==> config.mk <==
export PLATFORM = sky130hd
export DESIGN_NAME = atomic_resv_ctrl
export DESIGN_NICKNAME = d
export VERILOG_FILES = /design/src/rtl/atomic_resv_ctrl.sv
export SDC_FILE = /design/constraint.sdc
export NUM_CORES = 1
export LEC_CHECK = 0
export BUFFER_PORTS_ARGS = -buffer_cell sky130_fd_sc_hd__buf_2
export CAP_MARGIN = 30
export CORE_MARGIN = 5
export CORE_UTILIZATION = 40
export DETAILED_ROUTE_END_ITERATION = 8
export PLACE_DENSITY_LB_ADDON = 0.25
export SKIP_CTS_REPAIR_TIMING = 1
export SLEW_MARGIN = 10
export SYNTH_ARGS = -nofsm -noshare
export SYNTH_HDL_FRONTEND = slang
export SYNTH_SLANG_ARGS = --single-unit
==> constraint.sdc <==
create_clock -name clk -period 1.4 [get_ports clk]
set_clock_uncertainty 0.05 [all_clocks]
set_input_delay 0 -clock clk [delete_from_list [all_inputs] [get_ports clk]]
set_output_delay 0 -clock clk [all_outputs]
set_load 0.005 [all_outputs]
==> src/rtl/atomic_resv_ctrl.sv <==
module atomic_resv_ctrl #(
  parameter int NUM_MASTERS = 4,
  parameter int NUM_BANKS   = 8,
  parameter int TIMEOUT     = 256,
  localparam int MW = (NUM_MASTERS > 1) ? $clog2(NUM_MASTERS) : 1,
  localparam int BW = (NUM_BANKS > 1) ? $clog2(NUM_BANKS) : 1
) (
  input  logic                   clk,
  input  logic                   rst_n,
  input  logic                   acc_valid,
  input  logic [MW-1:0]          acc_master,
  input  logic [BW-1:0]          acc_bank,
  input  logic                   acc_write,
  input  logic [1:0]             acc_mode,
  input  logic                   err_enable,
  input  logic                   err_clear,
  output logic                   resv_active,
  output logic [MW-1:0]          resv_owner,
  output logic [BW-1:0]          resv_bank,
  output logic [NUM_MASTERS-1:0] master_block,
  output logic                   err_pulse,
  output logic                   err_sticky
);

  localparam int TW = (TIMEOUT > 2) ? $clog2(TIMEOUT) : 1;
  localparam logic [TW-1:0] TLAST = TW'(TIMEOUT - 1);

  logic          kind_war;
  logic [TW-1:0] tmr;

  wire own_hit     = acc_valid && resv_active && (acc_master == resv_owner) && (acc_bank == resv_bank);
  wire release_hit = own_hit && (acc_write == kind_war);
  wire renew_hit   = own_hit && !release_hit;
  wire start_raw   = acc_valid && !resv_active && (acc_mode == 2'b01) && acc_write;
  wire start_war   = acc_valid && !resv_active && (acc_mode == 2'b10) && !acc_write;
  wire expire      = resv_active && !own_hit && (tmr == TLAST);
  wire err_now     = expire && err_enable;

  always_ff @(posedge clk) begin
    if (!rst_n) begin
      resv_active <= 1'b0;
      resv_owner  <= '0;
      resv_bank   <= '0;
      kind_war    <= 1'b0;
      tmr         <= '0;
      err_pulse   <= 1'b0;
      err_sticky  <= 1'b0;
    end else begin
      err_pulse <= err_now;
      if (err_now)        err_sticky <= 1'b1;
      else if (err_clear) err_sticky <= 1'b0;

      if (start_raw || start_war) begin
        resv_active <= 1'b1;
        resv_owner  <= acc_master;
        resv_bank   <= acc_bank;
        kind_war    <= start_war;
        tmr         <= '0;
      end else if (release_hit || expire) begin
        resv_active <= 1'b0;
        tmr         <= '0;
      end else if (renew_hit) begin
        tmr <= '0;
      end else if (resv_active) begin
        tmr <= tmr + 1'b1;
      end
    end
  end

  for (genvar i = 0; i < NUM_MASTERS; i++) begin : g_block
    assign master_block[i] = resv_active && (resv_owner != MW'(i));
  end

endmodule

======== After elaboration in Yosys (flattened, before gate mapping) ========
Index checks and enable logic that the tools add are counted.
cells by class
  multiplexer cells ....................... 4
  reductions and logical operators ........ 27
  add/sub/neg operators ................... 1
  bitwise operators ....................... 1
  equality and inequality tests ........... 9
operator list
  kind                                            number
  logical AND 1 bit                               17
  adder 8 x 1 -> 8 bit (second input constant)    1
  == test 8 bit (second input constant)           1
  nonzero test 2 bit                              3
  logical NOT 1 bit                               4
  two-way mux 1 bit                               4
  != test 2 bit (second input constant)           2
  OR reduction 4 bit                              1
  == test 3 bit                                   1
  == test 2 x 1 -> 1 bit (second input constant)  1
  == test 2 bit                                   1
  == test 2 bit (second input constant)           1
  logical OR 1 bit                                2
  != test 2 x 1 -> 1 bit (second input constant)  1
  == test 1 bit                                   1
  NOT 1 bit                                       1
word-level totals
  flip-flop bits (word level) ............. 17
  logic and storage cells ................. 49
  output and inout bits ................... 12

======== Logic depth before layout (Yosys ltp) ========
Gate-level depths: netlist of run 1.
  depth after elaboration ................. 9
  mapped depth ............................ 5
  depth with buffers taken out ............ 5

======== Worst setup path after synthesis of run 1 ========
Ideal clock, no wire load.
  path kind ............................... flip-flop to flip-flop
  start point ............................. register tmr[0]
  end point ............................... register resv_active
  library setup time ...................... 0.122 ns
  arrival time ............................ 1.300 ns
  stages on the path, launching flop included .. 6
  clock period less this slack ............ 1.472 ns
  slack ................................... -0.072 ns
  cells stage by stage .................... dfxtp_1 -> ha_1 -> and4_1 -> nand2_1 -> a221o_1 -> o311a_1
on the way
  cells in the longest elaborated chain, start to end .. 4
RTL lines
  element                              RTL line  source
  from (decl)                          29        logic [TW-1:0] tmr;
  from (signal assigned)               65        tmr <= tmr + 1'b1;
  == test 8 bit                        36        wire expire = resv_active && !own_hit && (tmr == TLAST);
  logical AND 1 bit                    36
  logical OR 1 bit                     59        end else if (release_hit || expire) begin
  nonzero test 2 bit (no source line)  n/a
  to (signal assigned)                 41        resv_active <= 1'b0;
  to (signal assigned)                 54        resv_active <= 1'b1;
  to (signal assigned)                 60        resv_active <= 1'b0;
  to (decl)                            17        output logic resv_active,
No other way between the ends.
A chain may end at the register's enable or synchronous reset.

======== Worst setup path after layout of run 1 ========
  start point ............................. register resv_bank[0]
  end point ............................... register resv_active
on the way
  cells in the longest elaborated chain, start to end .. 7
  elaborated cells on any way between the ends .. 8
  those cells by class .................... eq/ne: 1; reduce/logical: 7
RTL lines
  element                                RTL line  source
  from (decl)                            19        output logic [BW-1:0] resv_bank,
  from (signal assigned)                 56        resv_bank <= acc_bank;
  == test 3 bit *                        31        wire own_hit = acc_valid && resv_active && (acc_master == resv_owner) && (acc_bank == resv_bank);
  logical AND 1 bit *                    31
  logical NOT 1 bit                      36
  logical AND 1 bit (2 in a row)         36
  logical OR 1 bit *                     59
  nonzero test 2 bit (no source line) *  n/a
Every way passes the cells marked *; elsewhere a longest branch is shown, timed or not.

==> impl_metrics.env, run 1 <==
export IMPL_antenna_found_initial=0
export IMPL_cts_buffers=3
export IMPL_yosys_most_used_dff="dfxtp_1"
export IMPL_ctsRootBufferMaster="clkbuf_4"
export IMPL_synthToLayoutAreaGrowth_pct=46.4
export IMPL_grt_pass1_wl_um=3280
export IMPL_synth_xor_area_share_pct=12.2
export IMPL_slowest_delay_ns=0.35
export IMPL_worst_slew_pin_transition_ns=0.289
export IMPL_yosys_area_share_simple_pct=24.5
export IMPL_clkTransAtPathRegs_ns=0.11
export IMPL_slew_viol_final=0
export IMPL_drc=0
export IMPL_ys_seq_elements=17
export IMPL_synth_compound_area_share_pct=14.1
export IMPL_yosysTopAreaCell="dfxtp_1"
export IMPL_final_hold_violation_count=0
export IMPL_synth_top_area_share_pct=39.5
export IMPL_layout_nets=152
export IMPL_diodes=0
export IMPL_fmax_mhz=716
export IMPL_yosys_top_cells_area="dfxtp_1 39%, xor2_1 9.1%, mux2i_1 7.0%"
export IMPL_die_area_sq_um=3180
export IMPL_grt_use_total_pct=13.1
export IMPL_dpl_hpwl_um=1510
export IMPL_ys_seq_area_share_pct=39.5
export IMPL_synth_top_family_by_area="simple AND/OR/NAND/NOR gates"
export IMPL_h_tree_depth=1
export IMPL_yosys_warnings=0
export IMPL_drive_above_1_share_pct=40.9
export IMPL_worstPathArrival_ns=1.54
export IMPL_cpMaxStageDelayCell="dfxtp_2"
export IMPL_die_x_um=56.4
export IMPL_end_kind="flop"
export IMPL_grt_pass1_vias=781
export IMPL_finalCriticalPeriod_ns=1.40
export IMPL_core_area_sq_um=2000
export IMPL_crit_type="reg2reg"
export IMPL_worstPathCellList="xor2_2 -> nor4_4 -> nand2_1 -> o311a_1"
export IMPL_grt_max_degree=11
export IMPL_drt_first_pass_iters=4
export IMPL_combPwrFrac_pct=17.1
export IMPL_power_internal_w=0.000686
export IMPL_overflow=0
export IMPL_worst_slack_ns=0.00394
export IMPL_min_path_type="in2reg"
export IMPL_ys_async_sr_fraction_pct=0
export IMPL_initial_core_util_pct=43.1
export IMPL_dp_slack_ns=-0.0724
export IMPL_rsz0062_at_grt="yes"
export IMPL_ant_nets=0
export IMPL_powerDensity_nw_per_um2=743
export IMPL_switchingPower_w=0.000252
export IMPL_gp_congestion=0.786
export IMPL_synthAdderAreaFrac_pct=1.45
export IMPL_portBuffers=24
export IMPL_clk_latency_ns=0.29
export IMPL_status="completed"
export IMPL_rows=16
export IMPL_clock_path_buffers=2
export IMPL_avgSynthCellArea_sq_um=9.37
export IMPL_yosysUniqueCellTypes=31
export IMPL_wirelength_um=2040
export IMPL_leakagePower_nw=0.533
export IMPL_clock_sinks=17
export IMPL_vias_per_cell=4.94
export IMPL_synthMuxAreaShare_pct=6.97
export IMPL_maxCapViolCount=0
export IMPL_n_fill_cell=182
export IMPL_critPathLaunchType="flop"
export IMPL_power_total_w=0.000938
export IMPL_clockPowerShare_pct=28.9
export IMPL_synth_edf_count=0
export IMPL_synth_fp_nets=106
export IMPL_path_max_fanout=4
export IMPL_vias=810
export IMPL_irDropWorstVdd_uv=521
export IMPL_synthesis_area_sq_um=862
export IMPL_io_pins=25
export IMPL_synthTopCellsByCount="17 x dfxtp_1, 11 x nor2_1, 9 x xor2_1, 8 x nand2_1, 6 x mux2i_1"
export IMPL_cts_tree="built"
export IMPL_syn_inst=92
export IMPL_fp_dieH_um=56.4
export IMPL_cp_required_ns=1.55
export IMPL_ff2ff_setup_slack_ns=0.004
export IMPL_setup_viol=0
export IMPL_slew_headroom_pct=80.6
export IMPL_stdcell_count=164
export IMPL_wl_per_cell_um=12.4
export IMPL_seqPwrFrac_pct=54.1
export IMPL_switching_share_pct=26.9
export IMPL_dpl_cell_count=151
export IMPL_finalCritPeriodShare_pct=99.7
export IMPL_synth_most_common_cell="dfxtp_1"
export IMPL_drt_iter0_drc=11
[through the flow]
stage	instance area, sq um	setup TNS (ns)	hold slack [ns]	util, %
after floorplan	881	0	0.0675	-
after global placement	1100	0	0.202	54.9
after detailed placement	1100	-0.605	0.203	54.9
after CTS	1130	-0.717	-0.113	56.3
after global routing	1260	-0.909	0.0612	63.1
final	1260	0	0.0348	63.1
[power by group through the flow]
stage          Sequential (W)  Combinational, W  Clock [W]
3_3_place_gp         0.000515          0.000126          0
3_5_place_dp         0.000516          0.000129          0
6_report             0.000507          0.000160   0.000271
5_1_grt              0.000509          0.000176   0.000307
4_1_cts              0.000505          0.000130   0.000279
2_1_floorplan        0.000517         0.0000671          0
[final cells by class]
| class | instances | area (sq um) | share of cell area (%) |
|---|---|---|---|
| clock buffer | 3 | 22.5 | 1.78 |
| clock inverter | 1 | 5.00 | 0.396 |
| inverter | 2 | 7.51 | 0.595 |
| multi-input combinational | 72 | 564 | 44.7 |
| sequential | 17 | 350 | 27.8 |
| tap | 27 | 33.8 | 2.68 |
| timing repair buffer | 42 | 279 | 22.1 |
[final timing paths]
kind / start / endpoint / cells after the start
setup / recovery: resv_bank[0] / resv_active / 4
hold / removal: err_enable / err_pulse / 4
setup reg to reg: resv_bank[0] / resv_active / 4
hold reg to reg: tmr[7] / tmr[7] / 2
[cells in the final DEF (no fill, tap or decap), drive strengths merged, types with 3 or more instances in the layout]
master / synthesis / routed
nand2: 8 / 8
mux2i: 6 / 6
buf: 1 / 34
xor2: 9 / 9
a21oi: 5 / 5
nor2: 11 / 11
clkbuf: 0 / 3
dlygate4sd3: 0 / 8
o21a: 3 / 3
dfxtp: 17 / 17
nand4: 3 / 3
xnor2: 3 / 3
[state kept, by name, indices dropped and copies added (netlist names)]
name,cells
err_pulse,1
err_sticky,1
kind_war,1
resv_active,1
resv_bank,3
resv_owner,2
tmr,8
[routing by layer]
metal  global-route usage [%]  part of all wire, %  vias to the layer above
met5                        0                    0                        -
met4                     7.12                  1.7                        0
met3                     3.67                  6.2                        4
met2                     21.6                   47                       22
met1                     15.0                   45                      370
li1                         -                    -                      414
[critical path, delay by kind of cell, from the launching register on]
family	cells	cell delay, ns
and+or+nand+nor	2	0.45
AOI/OAI and AO/OA	1	0.28
xor gates and xnor gates	1	0.18
DFF	1	0.35
[kinds of logic after synthesis]
family,count (synthesis)
adders and majority gates,1
and+or+nand+nor,37
AOI/OAI and AO/OA,16
DFF,17
muxes,6
buffers and inverters,3
xor gates and xnor gates,12
No activity file was read; power rests on OpenSTA's default activity.
==> run 2, diff against run 1 <==
- CELL_PAD_IN_SITES_DETAIL_PLACEMENT: not set -> 1
- CELL_PAD_IN_SITES_GLOBAL_PLACEMENT: not set -> 1
- CORE_UTILIZATION: 40 -> 33
- PLACE_DENSITY_LB_ADDON: 0.25 -> 0.1
==> run 2 against run 1 <==
The run now ends with setup timing left. Largest cell class unchanged. Worst setup slack lost 0.019 ns. Routed wire length up 10%. First-iteration DRC count up 45%. Die area rose by 17%.
==> impl_metrics.env, run 2 (synthesized netlist as in run 1, its figures left out) <==
export IMPL_status="complete, but fails checks"
export IMPL_violations="setup timing"
export IMPL_cp_required_ns=1.54
export IMPL_io_pins=25
export IMPL_cts_tree="built"
export IMPL_setup_viol=1
export IMPL_final_hold_violation_count=0
export IMPL_clock_path_buffers=2
export IMPL_slowest_delay_ns=0.35
export IMPL_grt_max_degree=10
export IMPL_dpl_hpwl_um=1670
export IMPL_clkTransAtPathRegs_ns=0.10
export IMPL_end_kind="flop"
export IMPL_initial_core_util_pct=34.8
export IMPL_fmax_mhz=706
export IMPL_min_path_type="in2reg"
export IMPL_core_area_sq_um=2480
export IMPL_grt_pass1_vias=823
export IMPL_maxCapViolCount=0
export IMPL_wl_per_cell_um=13.4
export IMPL_mostFrequentLayoutCell="buf_2"
export IMPL_dp_slack_ns=-0.0528
export IMPL_slew_viol_final=0
export IMPL_stdcell_count=167
export IMPL_portBuffers=24
export IMPL_critPathLaunchType="flop"
export IMPL_gp_congestion=0.703
export IMPL_largest_reg_flops=8
export IMPL_crit_type="reg2reg"
export IMPL_irDropWorstVdd_uv=415
export IMPL_path_buf_inv=0
export IMPL_drive_above_1_share_pct=47.4
export IMPL_powerDensity_nw_per_um2=728
export IMPL_cpMaxStageDelayCell="dfxtp_2"
export IMPL_overflow=0
export IMPL_drt_iter0_drc=16
export IMPL_synthToLayoutAreaGrowth_pct=50.9
export IMPL_finalCritPeriodShare_pct=101
export IMPL_rows=18
export IMPL_fin_setup_tns_ns=-0.0155
export IMPL_top_register="tmr"
export IMPL_diodes=0
export IMPL_die_x_um=61.1
export IMPL_wirelength_um=2240
export IMPL_grt_use_total_pct=12.1
export IMPL_finalCriticalPeriod_ns=1.42
export IMPL_dpl_cell_count=155
export IMPL_drt_first_pass_iters=3
export IMPL_top_layer="met4"
export IMPL_antenna_found_initial=0
export IMPL_h_tree_depth=1
export IMPL_worst_slew_pin_transition_ns=0.316
export IMPL_fp_dieH_um=61.1
export IMPL_dr_wl_met3_um=126
export IMPL_critical_path_top_delay_family="simple AND/OR/NAND/NOR gates"
export IMPL_ctsRootBufferMaster="clkbuf_4"
export IMPL_layout_nets=152
export IMPL_rsz0062_at_grt="yes"
export IMPL_worstPathCellList="xor2_2 -> nor4_4 -> nand2_1 -> o311a_1"
export IMPL_slew_headroom_pct=78.8
export IMPL_clock_sinks=17
export IMPL_wl_met2_um=1160
export IMPL_clk_latency_ns=0.29
export IMPL_grt_pass1_wl_um=3440
export IMPL_die_area_sq_um=3730
export IMPL_vias=825
export IMPL_path_max_fanout=4
export IMPL_layout_common_cells="24 x buf_2, 9 x buf_4, 8 x nand2_1, 8 x dfxtp_1, 8 x dlygate4sd3_1"
export IMPL_drc=0
export IMPL_worstPathArrival_ns=1.56
export IMPL_reg_top3="tmr: 8 flops, resv_bank: 3 flops, resv_owner: 2 flops"
export IMPL_worst_slack_ns=-0.0155
export IMPL_vias_per_cell=4.94
export IMPL_leakagePower_nw=0.528
export IMPL_wl_met1_um=937
export IMPL_ant_nets=0
export IMPL_cts_buffers=3
run 2: cell types whose count changed in the layout (fill, tap and decap cells not counted), sizes merged:
cell    change
clkinv      -1
clkbuf      +1
run 2: where the power goes:
part | total, W | leakage, nW | switching [W] | internal [W]
clock network | 0.000273 | 0.0150 | 0.000163 | 0.000111
registers | 0.000506 | 0.142 | 0.0000122 | 0.000494
logic | 0.000168 | 0.370 | 0.0000801 | 0.0000875
run 2: path summary, 6_finish.rpt:
| kind | to | cells past startpoint | slack [ns] | start |
|---|---|---|---|---|
| hold / removal | kind_war | 4 | 0.05 | acc_mode[0] |
| hold reg to reg | tmr[7] | 2 | 0.45 | tmr[7] |
| setup / recovery | resv_active | 4 | -0.02 | resv_bank[1] |
| setup reg to reg | resv_active | 4 | -0.02 | resv_bank[1] |
run 2: per-stage QoR:
stage	util (%)	instance area, sq um	hold WS (ns)	total power (W)
after floorplan	-	881	0.0675	0.000584
after global placement	44.8	1110	0.207	0.000641
after detailed placement	44.8	1110	0.213	0.000647
after CTS	45.9	1140	-0.0949	0.000916
after global routing	52.5	1300	0.0713	0.00100
final	52.5	1300	0.0471	0.000947
run 2: tightest hold or removal path: stages:
cell	delay (ns)
buf_2	0.12
nand2_1	0.05
o21ai_0	0.06
a21oi_1	0.13
run 2: area by class of cell:
class	instances	area (sq um)
clock buffers	4	26.3
fillers	299	1180
inverters	2	7.51
multi-input cells	72	594
flip-flops and latches	17	357
well taps	30	37.5
repair buffers	42	279
run 2: per-layer routing:
metal | vias to the layer above | GRT usage (%)
met3 | 4 | 2.73
met2 | 15 | 22.7
met5 | - | 0
met4 | 0 | 4.64
li1 | 417 | -
met1 | 389 | 13.1
==> run 3, diff against run 2 <==
- CELL_PAD_IN_SITES_DETAIL_PLACEMENT: 1 -> 0
==> run 3 against run 2 <==
The flow finishes with violations (hold timing, setup timing). Total power is 2.6% lower. Combinational power is 9% lower. Via count is 0.97% lower. Routed wire length is 9.9% lower. Die area stayed put. First-iteration DRC count is 69% higher. Non-clock buffer count stayed put. Register-to-register slack hardly changed. Sequential share of layout area is 0.67 points higher. Largest power group unchanged.
==> impl_metrics.env, run 3 (synthesized netlist as in run 1, its figures left out) <==
export IMPL_irDropWorstVdd_uv=432
export IMPL_vias=817
export IMPL_clockPowerShare_pct=28.6
export IMPL_layout_nets=152
export IMPL_r2r_cells=5
export IMPL_die_x_um=61.1
export IMPL_finalCritPeriodShare_pct=100
export IMPL_ff2ff_setup_slack_ns=-0.004
export IMPL_layout_common_cells="24 x buf_2, 11 x nor2_1, 10 x dfxtp_1, 10 x buf_4, 8 x nand2_1"
export IMPL_top_register="tmr"
export IMPL_combPwrFrac_pct=16.6
export IMPL_crit_type="reg2reg"
export IMPL_wirelength_um=2020
export IMPL_slew_viol_final=0
export IMPL_switching_share_pct=25.5
export IMPL_diodes=0
export IMPL_die_area_sq_um=3730
export IMPL_slew_headroom_pct=83.5
export IMPL_dpl_hpwl_um=1530
export IMPL_worst_slack_ns=-0.00396
export IMPL_cts_buffers=3
export IMPL_wl_per_cell_um=12.1
export IMPL_setup_viol=1
export IMPL_ant_nets=0
export IMPL_dp_slack_ns=-0.0599
export IMPL_end_kind="flop"
export IMPL_critical_path_top_delay_family="flip-flops"
export IMPL_worst_slew_pin_transition_ns=0.247
export IMPL_cpMaxStageDelayCell="dfxtp_2"
export IMPL_leakagePower_nw=0.529
export IMPL_drt_first_pass_iters=5
export IMPL_rr_startpoint="resv_bank[0]"
export IMPL_fmax_mhz=712
export IMPL_dpl_instance_area_sq_um=1110
export IMPL_reg_top3="tmr: 8 flops, resv_bank: 3 flops, resv_owner: 2 flops"
export IMPL_whs_endpoint="resv_bank[0]"
export IMPL_switchingPower_w=0.000235
export IMPL_mostFrequentLayoutCell="buf_2"
export IMPL_overflow=0
export IMPL_utilization_pct=50.6
export IMPL_rsz0062_at_grt="yes"
export IMPL_n_fill_cell=258
export IMPL_cts_tree="built"
export IMPL_drc=0
export IMPL_initial_core_util_pct=34.8
export IMPL_io_pins=25
export IMPL_vias_per_cell=4.89
export IMPL_power_internal_w=0.000688
export IMPL_grt_pass1_vias=762
export IMPL_whs_ns=-0.0419
export IMPL_maxCapViolCount=0
export IMPL_final_area_sq_um=1250
export IMPL_status="complete, but fails checks"
export IMPL_grt_max_degree=10
export IMPL_drt_iter0_drc=27
export IMPL_worstPathArrival_ns=1.54
export IMPL_antenna_found_initial=0
export IMPL_clk_latency_ns=0.28
export IMPL_largest_reg_flops=8
export IMPL_grt_use_total_pct=11.1
export IMPL_portBuffers=24
export IMPL_path_max_fanout=4
export IMPL_powerDensity_nw_per_um2=736
export IMPL_gp_congestion=0.703
export IMPL_h_tree_depth=1
export IMPL_fp_dieH_um=61.1
export IMPL_clock_path_buffers=2
export IMPL_final_hold_violation_count=1
export IMPL_violations="hold timing, setup timing"
export IMPL_critPathLaunchType="flop"
export IMPL_min_path_type="in2reg"
export IMPL_reg2reg_to="resv_active"
export IMPL_clkTransAtPathRegs_ns=0.10
export IMPL_rows=18
export IMPL_core_area_sq_um=2480
export IMPL_seqPwrFrac_pct=54.8
export IMPL_drive_above_1_share_pct=40.1
export IMPL_ctsRootBufferMaster="clkbuf_4"
export IMPL_slowest_delay_ns=0.35
export IMPL_finalCriticalPeriod_ns=1.40
export IMPL_hold_path_startpoint="acc_bank[0]"
export IMPL_clock_sinks=17
export IMPL_path_buf_inv=1
export IMPL_hold_depth=3
export IMPL_grt_pass1_wl_um=3130
export IMPL_worstPathCellList="xor2_2 -> nor4_2 -> buf_4 -> nand2_1 -> o311a_1"
export IMPL_cp_required_ns=1.53
export IMPL_synthToLayoutAreaGrowth_pct=45.3
run 3: worst max path at each step:
| stage | startpoint | end | slack [ns] | depth (start not counted) |
|---|---|---|---|---|
| after global routing | resv_bank[0] | tmr[1] | -0.06 | 5 |
| after CTS | resv_owner[1] | tmr[6] | -0.08 | 4 |
| final | resv_bank[0] | resv_active | -0.004 | 5 |
| after global placement | resv_owner[1] | tmr[0] | -0.01 | 4 |
| after floorplan | resv_owner[1] | resv_active | 0.007 | 4 |
| after detailed placement | resv_owner[1] | resv_active | -0.06 | 4 |
run 3: layout make-up:
class	count	area (sq um)	area share (%)
clock buffer	4	26.3	2.10
multi-input combinational	72	553	44.2
sequential	17	352	28.1
tap	30	37.5	3.00
timing repair buffer	42	277	22.1
inverter	2	7.51	0.599
run 3: through the flow:
stage                     setup TNS (ns)  hold slack (ns)  power, W  std cells
after floorplan                        0           0.0675  0.000584         92
after global placement           -0.0872            0.207  0.000641        155
after detailed placement          -0.529            0.209  0.000645        155
after CTS                         -0.706          -0.0964  0.000914        159
after global routing              -0.277          -0.0443  0.000986        167
final                           -0.00396          -0.0419  0.000922        167
run 3: metal layers:
metal	global-route usage, %	vias to the layer above	wire, um
li1	-	413	-
met1	12.4	389	858
met2	19.9	13	1040
met3	2.73	2	107
met4	4.64	0	15
met5	0	-	0
run 3: power groups by stage:
stage / registers, W / logic (W) / clock network [W]
after floorplan: 0.000517 / 0.0000671 / 0
after global placement: 0.000514 / 0.000127 / 0
after detailed placement: 0.000515 / 0.000130 / 0
after CTS: 0.000504 / 0.000130 / 0.000280
after global routing: 0.000508 / 0.000170 / 0.000308
final: 0.000505 / 0.000153 / 0.000264
run 3: worst reg2reg max path, delay by kind of cell, from the launching register on:
kind | cells | cell delay (ns)
and+or+nand+nor | 2 | 0.31
AOI/OAI and AO/OA | 1 | 0.28
DFF | 1 | 0.35
buffers and inverters | 1 | 0.17
xor gates and xnor gates | 1 | 0.15
